$ cat src/rtl/regop_pkg.sv
package regop_pkg;

    localparam int MODE_W = 3;
    localparam int FW_W   = 2;

    typedef enum logic [3:0] {
        OPC_INC, OPC_DEC, OPC_ADD, OPC_ADDC, OPC_OR, OPC_AND, OPC_XOR, OPC_MOVI,
        OPC_MOVD, OPC_SUBB, OPC_MOVFD, OPC_CMPJ, OPC_XCHA, OPC_DECJ, OPC_LDA, OPC_STA
    } op_class_e;

    typedef enum logic [MODE_W-1:0] {
        MD_NONE   = 3'd0,
        MD_REG    = 3'd1,
        MD_IND    = 3'd2,
        MD_DIR    = 3'd3,
        MD_IMM    = 3'd4,
        MD_ACC    = 3'd5,
        MD_DIRIMM = 3'd6
    } mode_e;

    typedef enum logic [FW_W-1:0] {
        FW_NONE  = 2'd0,
        FW_CARRY = 2'd1,
        FW_ALL   = 2'd3
    } flagw_e;

    typedef struct packed {
        logic       valid;
        logic       mem_dst;
        logic [3:0] cls;
        mode_e      mode;
        logic [2:0] ridx;
        logic [1:0] len;
        flagw_e     fw;
    } dec_t;

endpackage

$ cat src/rtl/regop_mode.sv
module regop_mode #(
    parameter int NIB_W  = 4,
    parameter int RIDX_W = NIB_W - 1
) (
    input  logic [NIB_W-1:0]  hi_i,
    input  logic [NIB_W-1:0]  lo_i,
    output regop_pkg::mode_e  mode_o,
    output logic [RIDX_W-1:0] ridx_o
);
    import regop_pkg::*;

    logic acc_col;

    // Column 4 names the accumulator for the destination-only classes
    // and for the class that already carries its own immediate.
    assign acc_col = (hi_i == NIB_W'(0)) || (hi_i == NIB_W'(1)) || (hi_i == NIB_W'(7));

    always_comb begin
        mode_o = MD_NONE;
        ridx_o = '0;
        if (lo_i[NIB_W-1]) begin
            mode_o = MD_REG;
            ridx_o = lo_i[RIDX_W-1:0];
        end else begin
            case (lo_i[NIB_W-2:0])
                3'd6, 3'd7: begin
                    mode_o = MD_IND;
                    ridx_o = RIDX_W'(lo_i[0]);
                end
                3'd5:    mode_o = MD_DIR;
                3'd4:    mode_o = acc_col ? MD_ACC : MD_IMM;
                3'd3:    mode_o = MD_DIRIMM;
                3'd2:    mode_o = MD_DIR;
                default: mode_o = MD_NONE;
            endcase
        end
    end

endmodule

$ cat src/rtl/regop_legal.sv
module regop_legal #(
    parameter int OPC_W = 8,
    parameter int NIB_W = OPC_W / 2
) (
    input  logic [OPC_W-1:0] opcode_i,
    output logic             valid_o,
    output logic             mem_dst_o
);
    logic [NIB_W-1:0] hi;
    logic [NIB_W-1:0] lo;
    logic             logic_cls;
    logic             low_grp;
    logic             unused;

    assign hi        = opcode_i[OPC_W-1:NIB_W];
    assign lo        = opcode_i[NIB_W-1:0];
    assign logic_cls = (hi >= NIB_W'(4)) && (hi <= NIB_W'(6));
    assign low_grp   = lo < NIB_W'(4);
    assign mem_dst_o = logic_cls && ((lo == NIB_W'(2)) || (lo == NIB_W'(3)));

    always_comb begin
        case (opcode_i)
            OPC_W'('h84), OPC_W'('hA4), OPC_W'('hA5), OPC_W'('hC4),
            OPC_W'('hD4), OPC_W'('hE4), OPC_W'('hF4),
            OPC_W'('hD6), OPC_W'('hD7): unused = 1'b1;
            default:                    unused = 1'b0;
        endcase
    end

    assign valid_o = (!low_grp || mem_dst_o) && !unused;

endmodule

$ cat src/rtl/regop_size.sv
module regop_size #(
    parameter int NIB_W = 4,
    parameter int LEN_W = 2
) (
    input  logic [NIB_W-1:0]  hi_i,
    input  logic [NIB_W-1:0]  lo_i,
    input  regop_pkg::mode_e  mode_i,
    output logic [LEN_W-1:0]  len_o,
    output regop_pkg::flagw_e fw_o
);
    import regop_pkg::*;

    localparam int SUM_W = LEN_W + 1;

    logic [SUM_W-1:0] opnd_bytes;
    logic [SUM_W-1:0] extra_bytes;
    logic [SUM_W-1:0] total;

    always_comb begin
        case (mode_i)
            MD_DIR, MD_IMM: opnd_bytes = SUM_W'(1);
            MD_DIRIMM:      opnd_bytes = SUM_W'(2);
            default:        opnd_bytes = '0;
        endcase
    end

    always_comb begin
        case (hi_i)
            NIB_W'(7), NIB_W'(8), NIB_W'(10), NIB_W'(13): extra_bytes = SUM_W'(1);
            NIB_W'(11): extra_bytes = (lo_i >= NIB_W'(6)) ? SUM_W'(2) : SUM_W'(1);
            default:    extra_bytes = '0;
        endcase
    end

    assign total = SUM_W'(1) + opnd_bytes + extra_bytes;
    assign len_o = total[LEN_W-1:0];

    always_comb begin
        case (hi_i)
            NIB_W'(2), NIB_W'(3), NIB_W'(9): fw_o = FW_ALL;
            NIB_W'(11):                      fw_o = FW_CARRY;
            default:                         fw_o = FW_NONE;
        endcase
    end

endmodule

$ cat src/rtl/regop_decoder.sv
module regop_decoder #(
    parameter int OPC_W = 8
) (
    input  logic [OPC_W-1:0]             opcode_i,
    output logic                         valid_o,
    output logic                         irregular_o,
    output logic [OPC_W/2-1:0]           op_class_o,
    output logic [regop_pkg::MODE_W-1:0] mode_o,
    output logic [OPC_W/2-2:0]           reg_idx_o,
    output logic [1:0]                   len_o,
    output logic [regop_pkg::FW_W-1:0]   flag_we_o,
    output logic                         mem_dst_o
);
    import regop_pkg::*;

    localparam int NIB_W  = OPC_W / 2;
    localparam int RIDX_W = NIB_W - 1;

    logic [NIB_W-1:0]  hi;
    logic [NIB_W-1:0]  lo;
    mode_e             mode_w;
    logic [RIDX_W-1:0] ridx_w;
    logic              legal_w;
    logic              memdst_w;
    logic [1:0]        len_w;
    flagw_e            fw_w;
    dec_t              dec_d;

    assign hi = opcode_i[OPC_W-1:NIB_W];
    assign lo = opcode_i[NIB_W-1:0];

    regop_mode #(.NIB_W(NIB_W), .RIDX_W(RIDX_W)) u_mode (
        .hi_i   (hi),
        .lo_i   (lo),
        .mode_o (mode_w),
        .ridx_o (ridx_w)
    );

    regop_legal #(.OPC_W(OPC_W), .NIB_W(NIB_W)) u_legal (
        .opcode_i  (opcode_i),
        .valid_o   (legal_w),
        .mem_dst_o (memdst_w)
    );

    regop_size #(.NIB_W(NIB_W), .LEN_W(2)) u_size (
        .hi_i   (hi),
        .lo_i   (lo),
        .mode_i (mode_w),
        .len_o  (len_w),
        .fw_o   (fw_w)
    );

    // Invalid opcodes leave every field at zero so the two decoders can be merged by OR.
    always_comb begin
        dec_d = '0;
        if (legal_w) begin
            dec_d.valid   = 1'b1;
            dec_d.mem_dst = memdst_w;
            dec_d.cls     = 4'(hi);
            dec_d.mode    = mode_w;
            dec_d.ridx    = 3'(ridx_w);
            dec_d.len     = len_w;
            dec_d.fw      = fw_w;
        end
    end

    assign valid_o     = dec_d.valid;
    assign irregular_o = !dec_d.valid;
    assign op_class_o  = NIB_W'(dec_d.cls);
    assign mode_o      = dec_d.mode;
    assign reg_idx_o   = RIDX_W'(dec_d.ridx);
    assign len_o       = dec_d.len;
    assign flag_we_o   = dec_d.fw;
    assign mem_dst_o   = dec_d.mem_dst;

endmodule

$ cat config.mk
export PLATFORM = sky130hd
export DESIGN_NAME = regop_decoder
export DESIGN_NICKNAME = d
export VERILOG_FILES = /design/src/rtl/regop_pkg.sv /design/src/rtl/regop_mode.sv /design/src/rtl/regop_legal.sv /design/src/rtl/regop_size.sv /design/src/rtl/regop_decoder.sv
export SDC_FILE = /design/constraint.sdc
export NUM_CORES = 1
export LEC_CHECK = 0
export BUFFER_PORTS_ARGS = -buffer_cell sky130_fd_sc_hd__buf_2
export CORE_AREA = 2 2 39 41
export DETAILED_ROUTE_END_ITERATION = 6
export DIE_AREA = 0 0 41 43
export PLACE_DENSITY = 0.73
export SKIP_LAST_GASP = 1
export SLEW_MARGIN = 20
export SYNTH_ARGS = -nofsm -noshare
export SYNTH_HDL_FRONTEND = slang
export SYNTH_SLANG_ARGS = --single-unit
$ cat constraint.sdc
create_clock -name vclk -period 4
set_input_delay 0.6 -clock vclk [all_inputs]
set_output_delay 0.6 -clock vclk [all_outputs]
set_load 0.01 [all_outputs]
== Word level (Yosys, flattened, before mapping) ==
Index checks and enable logic that the tools add are counted.

* Register bits: 0
* Input bits: 8
* Output and inout bits: 17
* Logic and storage cells: 63

* $add $sub $neg: 2
* $lt $le $gt $ge: 4
* Equality and inequality tests: 29
* Muxes and demuxes: 11
* Reductions and logical operators: 17

{| class="wikitable"
|+ Operators by type and width
! kind !! number
|-
| $eq A8 B8 Y1 const B || 9
|-
| $eq A4 B4 Y1 const B || 5
|-
| $eq A3 B3 Y1 const B || 6
|-
| $eq A4 B2 Y1 const B || 4
|-
| $mux W16 || 1
|-
| $pmux W2 S2 || 3
|-
| $pmux W3 S4 || 1
|-
| $eq A3 B2 Y1 const B || 3
|-
| $reduce_or A9 Y1 || 1
|-
| $ge A4 B3 Y1 const B || 2
|-
| $mux W3 || 2
|-
| $reduce_or A2 Y1 || 3
|-
| $eq A4 B1 Y1 const B || 1
|-
| $eq A4 B3 Y1 const B || 1
|-
| $le A4 B3 Y1 const B || 1
|-
| $logic_not A4 Y1 || 1
|-
| $logic_or A1 B1 Y1 || 4
|-
| $lt A4 B3 Y1 const B || 1
|-
| $reduce_or A4 Y1 || 1
|-
| $logic_and A1 B1 Y1 || 3
|-
| $logic_not A1 Y1 || 3
|-
| $mux W1 || 3
|-
| $reduce_or A3 Y1 || 1
|-
| $add A1 B2 Y2 const A || 1
|-
| other kinds (2) || 2
|}

== Logic depth before layout (Yosys ltp) ==
Gate-level depths: netlist of the first run.

* Depth after elaboration: 13
* Gate-level depth with buffers: 9
* Mapped depth without buffers: 8

== Hierarchy ==
Synthesis of the first run repeated with hierarchy kept, for this count alone.

* Cell total of the unflattened synthesis: 65
* Area, all modules: 441.7 um^2

{| class="wikitable"
|+ By module, submodules not included
! module !! instances !! cells each !! area an instance (um^2) !! seq. area each (um^2)
|-
| regop_size || 1 || 21 || 152.6 || 0.0
|-
| regop_decoder || 1 || 17 || 122.6 || 0.0
|-
| regop_mode || 1 || 17 || 98.8 || 0.0
|-
| regop_legal || 1 || 10 || 67.6 || 0.0
|}

== Least setup slack after synthesis of the first run ==
No wires, ideal clock.

* Path kind: input to output
* Start point: input port opcode_i[1]
* End point: output port len_o[1]
* Data arrival time: 1.931 ns
* Data required time: 3.400 ns
* Setup slack: 1.469 ns
* Stages on the path: 9
* Path buffers: 1
* Path through: buf_2 nand2b_1 nor2_1 nor2_1 a211o_1 ha_1 nor2_1 nand2_1 a31oi_2

* Word-level cells in the longest chain between the ends: 10
* Elaborated cells between the ends (all ways): 41
* Those cells by class: add/sub (2); order compare (2); eq/ne (20); mux (7); reduce/logical (10)

{| class="wikitable"
|+ RTL lines
! what !! line !! source
|-
| start: declaration || regop_decoder.sv:4 || <nowiki>input logic [OPC_W-1:0] opcode_i,</nowiki>
|-
| $eq A3 B3 Y1 / $eq A3 B2 Y1 (equally long branches) || regop_mode.sv:25 || <nowiki>case (lo_i[NIB_W-2:0])</nowiki>
|-
| $reduce_or A2 Y1, on equally long branches || -- ||
|-
| $pmux W3 S4 || regop_mode.sv:25 ||
|-
| $mux W3 || regop_mode.sv:21 || <nowiki>if (lo_i[NIB_W-1]) begin</nowiki>
|-
| $eq A3 B2 Y1 / $eq A3 B3 Y1 (equally long branches) || regop_size.sv:20 || <nowiki>case (mode_i)</nowiki>
|-
| $reduce_or A2 Y1 || regop_size.sv:20 ||
|-
| $pmux W2 S2 || regop_size.sv:20 ||
|-
| $add A1 B2 Y2 || regop_size.sv:35 || <nowiki>assign total = SUM_W'(1) + opnd_bytes + extra_bytes;</nowiki>
|-
| $add A2 B2 Y2 || regop_size.sv:35 ||
|-
| $mux W16 (*) || regop_decoder.sv:56 || <nowiki>if (legal_w) begin</nowiki>
|-
| end: declaration || regop_decoder.sv:10 || <nowiki>output logic [1:0] len_o,</nowiki>
|}

Mark *: on every way between the ends. The rest lies on a longest branch, timed or not.

== Final worst setup path of the first run ==
* Start point: input port opcode_i[6]
* End point: output port flag_we_o[0] (netlist bit)

* Word-level cells in the longest chain between the ends: 6
* Elaborated cells between the ends (all ways): 25
* Those cells by class: order compare (2); eq/ne (13); mux (3); reduce/logical (7)

{| class="wikitable"
|+ RTL lines
! what !! line !! source
|-
| $eq A8 B8 Y1 (tied with other cells) || regop_legal.sv:22 || <nowiki>case (opcode_i)</nowiki>
|-
| $reduce_or A9 Y1 / $logic_and A1 B1 Y1 (equally long branches) || regop_legal.sv:22, regop_legal.sv:17 ||
|-
| $mux W1 / $logic_and A1 B1 Y1 (equally long branches) || regop_legal.sv:22, regop_legal.sv:19 ||
|-
| $logic_not A1 Y1 / $logic_or A1 B1 Y1 (equally long branches) || regop_legal.sv:30 || <nowiki>assign valid_o = (!low_grp || mem_dst_o) && !unused;</nowiki>
|-
| $logic_and A1 B1 Y1 || regop_legal.sv:30 ||
|-
| $mux W16 (*) || regop_decoder.sv:56 ||
|-
| end: declaration || regop_decoder.sv:11 || <nowiki>output logic [regop_pkg::FW_W-1:0] flag_we_o,</nowiki>
|}

Marked as above.

==> impl_results.md, run 1 <==
* Status: completed
* ANT cells at 0
* Dpl hpwl at between 700 and 800 microns
* Setup WS pre-CTS at between 1 and 1.5 ns
* Maxcap violations at 0
* Hold Path Origin: opcode_i[6]
* Clk_buf instances at 0
* Max Freq at about 0.35 GHz
* TritonRoute pass-1 iters at 3
* Top area cells in the synthesized netlist: nor2b_1, a2111oi_4, a311oi_4, nor2_2, o21ai_0
* Rel. slew slack at 0.453
* Die height at 43 microns
* Synth area leader: nor2b_1
* Syn Nets at 72
* Fin crit share at 0.708
* Core area at between 1000 and 1500 sq um
* Routed vias at 499
* WL final at ~1.0 mm
* Total GRT Usage at 0.116
* Postcts setup bufs at 0
* Storage element area at 0 sq um
* RSZ-0062 raised after global routing: false
* Worst setup SP type: input port
* Grt ovf at 0
* Vias per cell at roughly 5
* TNS Setup at 0 ns
* Die W at 41 microns
* Initial antenna violation count at 0
* Post-CTS Resized at 0
* Antenna Violating Nets Remaining at 0
* Count leader, synth: nor2b_1
* Sequential element share of the synthesized area at 0
* Port bufs at 25
* Area grow syn2layout at 25.4%
* VDD IR-drop max at about 35 uV
* HP Class: input port to output port
* Multi-input gate area at 397 sq um
* Post-Syn Area at ~440 sq um
* Final core utilization at 0.397
* Largest net degree at the start of global routing at 15
* Final #Nets at slightly above 90
* Area of the die at roughly 1800 sq um
* Row cnt at 14
* Most frequent cells after synthesis: nor2b_1, nor2_1, o21ai_0
* WL per Instance at approximately 11 microns
* Fillers at 152
* Crit end category: output port
* CP Data Arrival Time at between 2 and 2.5 ns
* Synth cell types at 31
* Worst Setup Path Type: input port to output port
* Final setup margin at 1.17 ns
* Yosys warns at 0
* Initial drt markers at 6
* Post-synthesis average cell area at 6.95 sq um
* Max Transition Viols Final at 0
* Min Tclk post-route at 2.83 ns
* Mapped Cells at 63
* Pwr dens at between 100 and 150 nW/um^2
* Final setup fails at 0
* Top-area cell type share of the netlist area at 0.114
* Seq cells at 0
* Vias in the first global route at between 300 and 400
* P_leak at between 0.2 and 0.25 nW
* Routability cong. at 0.710
* Hold Fails Final Rpt at 0
* Residual DRC count at 0
* Largest fanout on the critical path at 14
* Worst Tran Pin Value at just over 0.8 ns
* Starting density of the core at 0.316
* Top Ports at 25
* CP required at 3.40 ns
* CTS Hold Bufs at 0
* First-pass GRT wire length at between 1.5 and 2 mm
* Crit path from: opcode_i[6]
* Layout cells sized above 1 at 0.463
worst max-delay path, stage by stage:
cell and delay (ns):
buf_2 0.14, nand2b_1 0.14, a221o_1 0.33, a311oi_4 0.73
nor3_1 0.11, buf_2 0.18
cells by family after synthesis:
logic type / Yosys count / share of synthesized area
simple gates: 36 / 0.500
compound gates: 18 / 0.377
buf+inv: 8 / 0.0943
fa+ha+maj: 1 / 0.0286
power breakdown:
group / internal (mW) / total, mW / switching [mW]
sequential: 0 / 0 / 0
combinational: 0.0272 / 0.0651 / 0.0380
clock: 0 / 0 / 0
layout make-up:
| class | count | area share |
|---|---|---|
| timing repair buffer | 25 | 0.228 |
| inverter | 2 | 0.0137 |
| multi-input combinational | 55 | 0.722 |
| tap | 16 | 0.0364 |
placed cells by master, fill, tap and decap left out, types with 2 or more instances in the layout:
master / netlist / layout
a21oi_1: 3 / 3
and2_1: 3 / 3
buf_2: 3 / 25
inv_2: 2 / 2
nand2_1: 4 / 4
nand2b_1: 3 / 3
nor2_1: 5 / 5
nor2_2: 4 / 4
nor2b_1: 8 / 8
nor3_2: 2 / 2
o21ai_0: 5 / 5
layer usage:
metal / track usage / share of wire / wire length [microns]
met5: 0 / 0 / 0
met2: 0.172 / 0.43 / 440
met1: 0.193 / 0.49 / 508
met4: 0 / 0 / 0
met3: 0 / 0.079 / 81
through the flow:
stage,power (mW),std cells,cell area (sq um),hold WS [ns]
2_1_floorplan,0.0454,63,438,1.25
3_3_place_gp,0.0641,98,549,1.53
3_5_place_dp,0.0655,98,549,1.55
4_1_cts,0.0656,98,549,1.55
5_1_grt,0.0728,98,549,1.58
6_report,0.0651,98,549,1.55
path summary, 6_finish.rpt:
kind	endpoint	slack (ns)	depth (start not counted)
worst min-delay path	flag_we_o[0]	1.55	3
worst max-delay path	flag_we_o[0]	1.17	6
Note: power is estimated with default switching activity, not from simulation.
==> inputs of run 2 (changes only) <==
- ABC_AREA: default -> 1
- PLACE_DENSITY: 0.73 -> 0.72
- clock period: 4 -> 2.9 ns (I/O delays scaled with it)
==> run 2 against run 1 <==
  * Clock-buffer cell count stayed put
  * Via count is 17% higher
  * Power is 40% higher
  * Global-route usage is 0.20 points lower
  * Sequential cell count stayed put
  * Cell area is 1.8% lower
  * Die area stayed put
  * Critical path type unchanged
==> impl_results.md, run 2 <==
* Status: completed
* Most frequent cells in the layout: buf_2, nand2_1, inv_1, nor2_1, nor2_2
* Die height at 43 microns (unchanged)
* Mux contribution to synthesized area at 0 (unchanged)
* Top area cells in the synthesized netlist: nand2_1, nor2_2, inv_1, nor2_1, nand3_1
* WL per Instance at 8.01 microns (-24%)
* VDD IR-drop max at 44.9 uV (+28%)
* Max Transition Viols Final at 0 (unchanged)
* Placed cell count at 126 (+29%)
* RSZ-0062 raised after global routing: false
* Total power at 0.0912 mW (+40%)
* CTS Hold Bufs at 0 (unchanged)
* Sequential element share of the synthesized area at 0 (unchanged)
* Final setup fails at 0 (unchanged)
* Clk_buf instances at 0 (unchanged)
* Worst Tran Pin Value at 0.222 ns (-0.598 ns)
* Antenna Violating Nets Remaining at 0 (unchanged)
* Post-CTS Resized at 0 (unchanged)
* ANT cells at 0 (unchanged)
* Maxcap violations at 0 (unchanged)
* Post-Synth XOR/XNOR Area at 0 (unchanged)
* Seq cells at 0 (unchanged)
* Vias in the first global route at 426 (+19%)
* Non-Filler Cell Area, Final at 539 sq um (-1.8%)
* Mapped Cells at 88 (+40%)
* Largest family of logic cells by synthesized area: simple AND/OR/NAND/NOR gates
* Internal power at 0.0347 mW (+28%)
* Grt ovf at 0 (unchanged)
* Synth area leader: nand2_1
* Vias per cell at 4.63 (-9.1%)
* WL final at 1.01 mm (-2.0%)
* Simple-gate area share of the yosys netlist at 0.637 (+0.137)
* Worst setup SP type: input port
* TNS Setup at 0 ns (unchanged)
* Top-area cell type share of the netlist area at 0.195 (+0.0804)
* Final core utilization at 0.390 (-0.00723)
* Largest fanout on the critical path at 6 (-8)
* Port bufs at 25 (unchanged)
* Post-Syn Area at 424 sq um (-3.1%)
* Adder-Cell Fraction of Synth Area at 0.0295 (+0.000927)
* Crit end category: output port
* Seq pwr share at 0 (unchanged)
* Area grow syn2layout at 27.1%
* Initial drt markers at 6 (unchanged)
* Setup WS pre-CTS at 0.776 ns (-0.385 ns)
* Final std cells w/o fill at 126 (+29%)
* Min Hold Slack at 1.16 ns (-0.389 ns)
* Combinational Power Share at 1.000 (about the same)
* Final #Nets at 121 (+30%)
* Final setup margin at 0.789 ns (-0.379 ns)
* Rel. slew slack at 0.852 (+0.398)
* Post-synthesis average cell area at 4.82 sq um (-31%)
* Clock power frac at 0 (unchanged)
* CP required at 2.47 ns (-0.93 ns)
* Net Sw Power at 0.0565 mW (+49%)
* HP Class: input port to output port
* Area of the die at 1760 sq um (unchanged)
* Storage element area at 0 sq um (unchanged)
* Hold Fails Final Rpt at 0 (unchanged)
* Row cnt at 14 (unchanged)
* Fin crit share at 0.728
* Layout cells sized above 1 at 0.391 (-0.0725)
* Initial antenna violation count at 0 (unchanged)
* Die W at 41 microns (unchanged)
* Worst Setup Path Type: input port to output port
* Postcts setup bufs at 0 (unchanged)
* Count leader, synth: nand2_1
* Synth cell types at 19 (-39%)
* TritonRoute pass-1 iters at 4 (+1)
* Starting density of the core at 0.307 (-0.00995)
* Residual DRC count at 0 (unchanged)
* Largest net degree at the start of global routing at 15 (unchanged)
* Pwr dens at 169 nW/um^2 (+43%)
* Area post-placement at 539 sq um (-1.8%)
* Synth Area in Compound Gates at 0.103 (-0.274)
* Total GRT Usage at 0.114 (-0.00200)
* Fillers at 165 (+8.6%)
* Routability cong. at 0.744 (+4.7%)
* Routed vias at 583 (+17%)
* First-pass GRT wire length at 1.56 mm (-0.45%)
* P_leak at 0.345 nW (+47%)
* CP Data Arrival Time at 1.68 ns (-0.55 ns)
* Dpl hpwl at 897 microns (+14%)
* Core area at 1380 sq um (unchanged)
* Max Freq at roughly 0.47 GHz
* Most common cell after layout, fill and taps aside: buf_2
* Top Ports at 25 (unchanged)
* Most frequent cells after synthesis: nand2_1, inv_1, nor2_1
* Yosys warns at 0 (unchanged)
* Switching share of power at 0.619 (+0.0365)
* Min Tclk post-route at roughly 2.1 ns
* Syn Nets at 97 (+35%)
-- run 2: changes by cell type in the layout (fill, tap and decap cells not counted), sizes merged, moves of 2 or more --
cell / before / now
nand2: 4 / 25
nand3: 1 / 6
nor2: 9 / 23
and2: 3 / 0
o21ai: 5 / 3
nand2b: 3 / 0
nor2b: 8 / 0
inv: 2 / 18
-- run 2: cell type report --
cell class / count / area (sq um) / share of cell area
tap: 16 / 20.0 / 0.0371
inverter: 18 / 67.6 / 0.125
multi-input combinational: 67 / 327 / 0.606
timing repair buffer: 25 / 125 / 0.232
-- run 2: cells by family (layout without fill, tap and decap cells) --
group	after synthesis	in the layout
AND/OR/NAND/NOR	58	58
AO/OA/AOI/OAI	8	8
buffers and inverters	21	43
adder cells (fa/ha/maj)	1	1
-- run 2: layer usage --
metal / vias up / GRT usage / wire length, microns
met3: 0 / 0 / 66
met5: - / 0 / 0
li1: 314 / - / -
met4: 0 / 0 / 0
met2: 19 / 0.213 / 485
met1: 250 / 0.146 / 457
-- run 2: power by group through the flow --
| stage | combinational, mW | sequential [mW] | clock (mW) |
|---|---|---|---|
| 6_report | 0.0912 | 0 | 0 |
| 5_1_grt | 0.105 | 0 | 0 |
| 4_1_cts | 0.0924 | 0 | 0 |
| 3_5_place_dp | 0.0923 | 0 | 0 |
| 3_3_place_gp | 0.0902 | 0 | 0 |
| 2_1_floorplan | 0.0646 | 0 | 0 |
-- run 2: worst max-delay path, stage by stage --
cell     delay, ns
buf_2         0.14
nand2_2       0.11
inv_1         0.05
nand2_1       0.07
nand3_1       0.06
nand2_1       0.08
nand2_1       0.07
nand2_1       0.06
nand3_1       0.06
ha_1          0.20
nand3_1       0.08
nand2_1       0.06
nor2_1        0.08
buf_2         0.13
-- run 2: final timing paths --
kind	endpoint	startpoint	slack, ns	cells after the start
max	len_o[1]	opcode_i[4]	0.79	14
min	mem_dst_o	opcode_i[2]	1.16	3
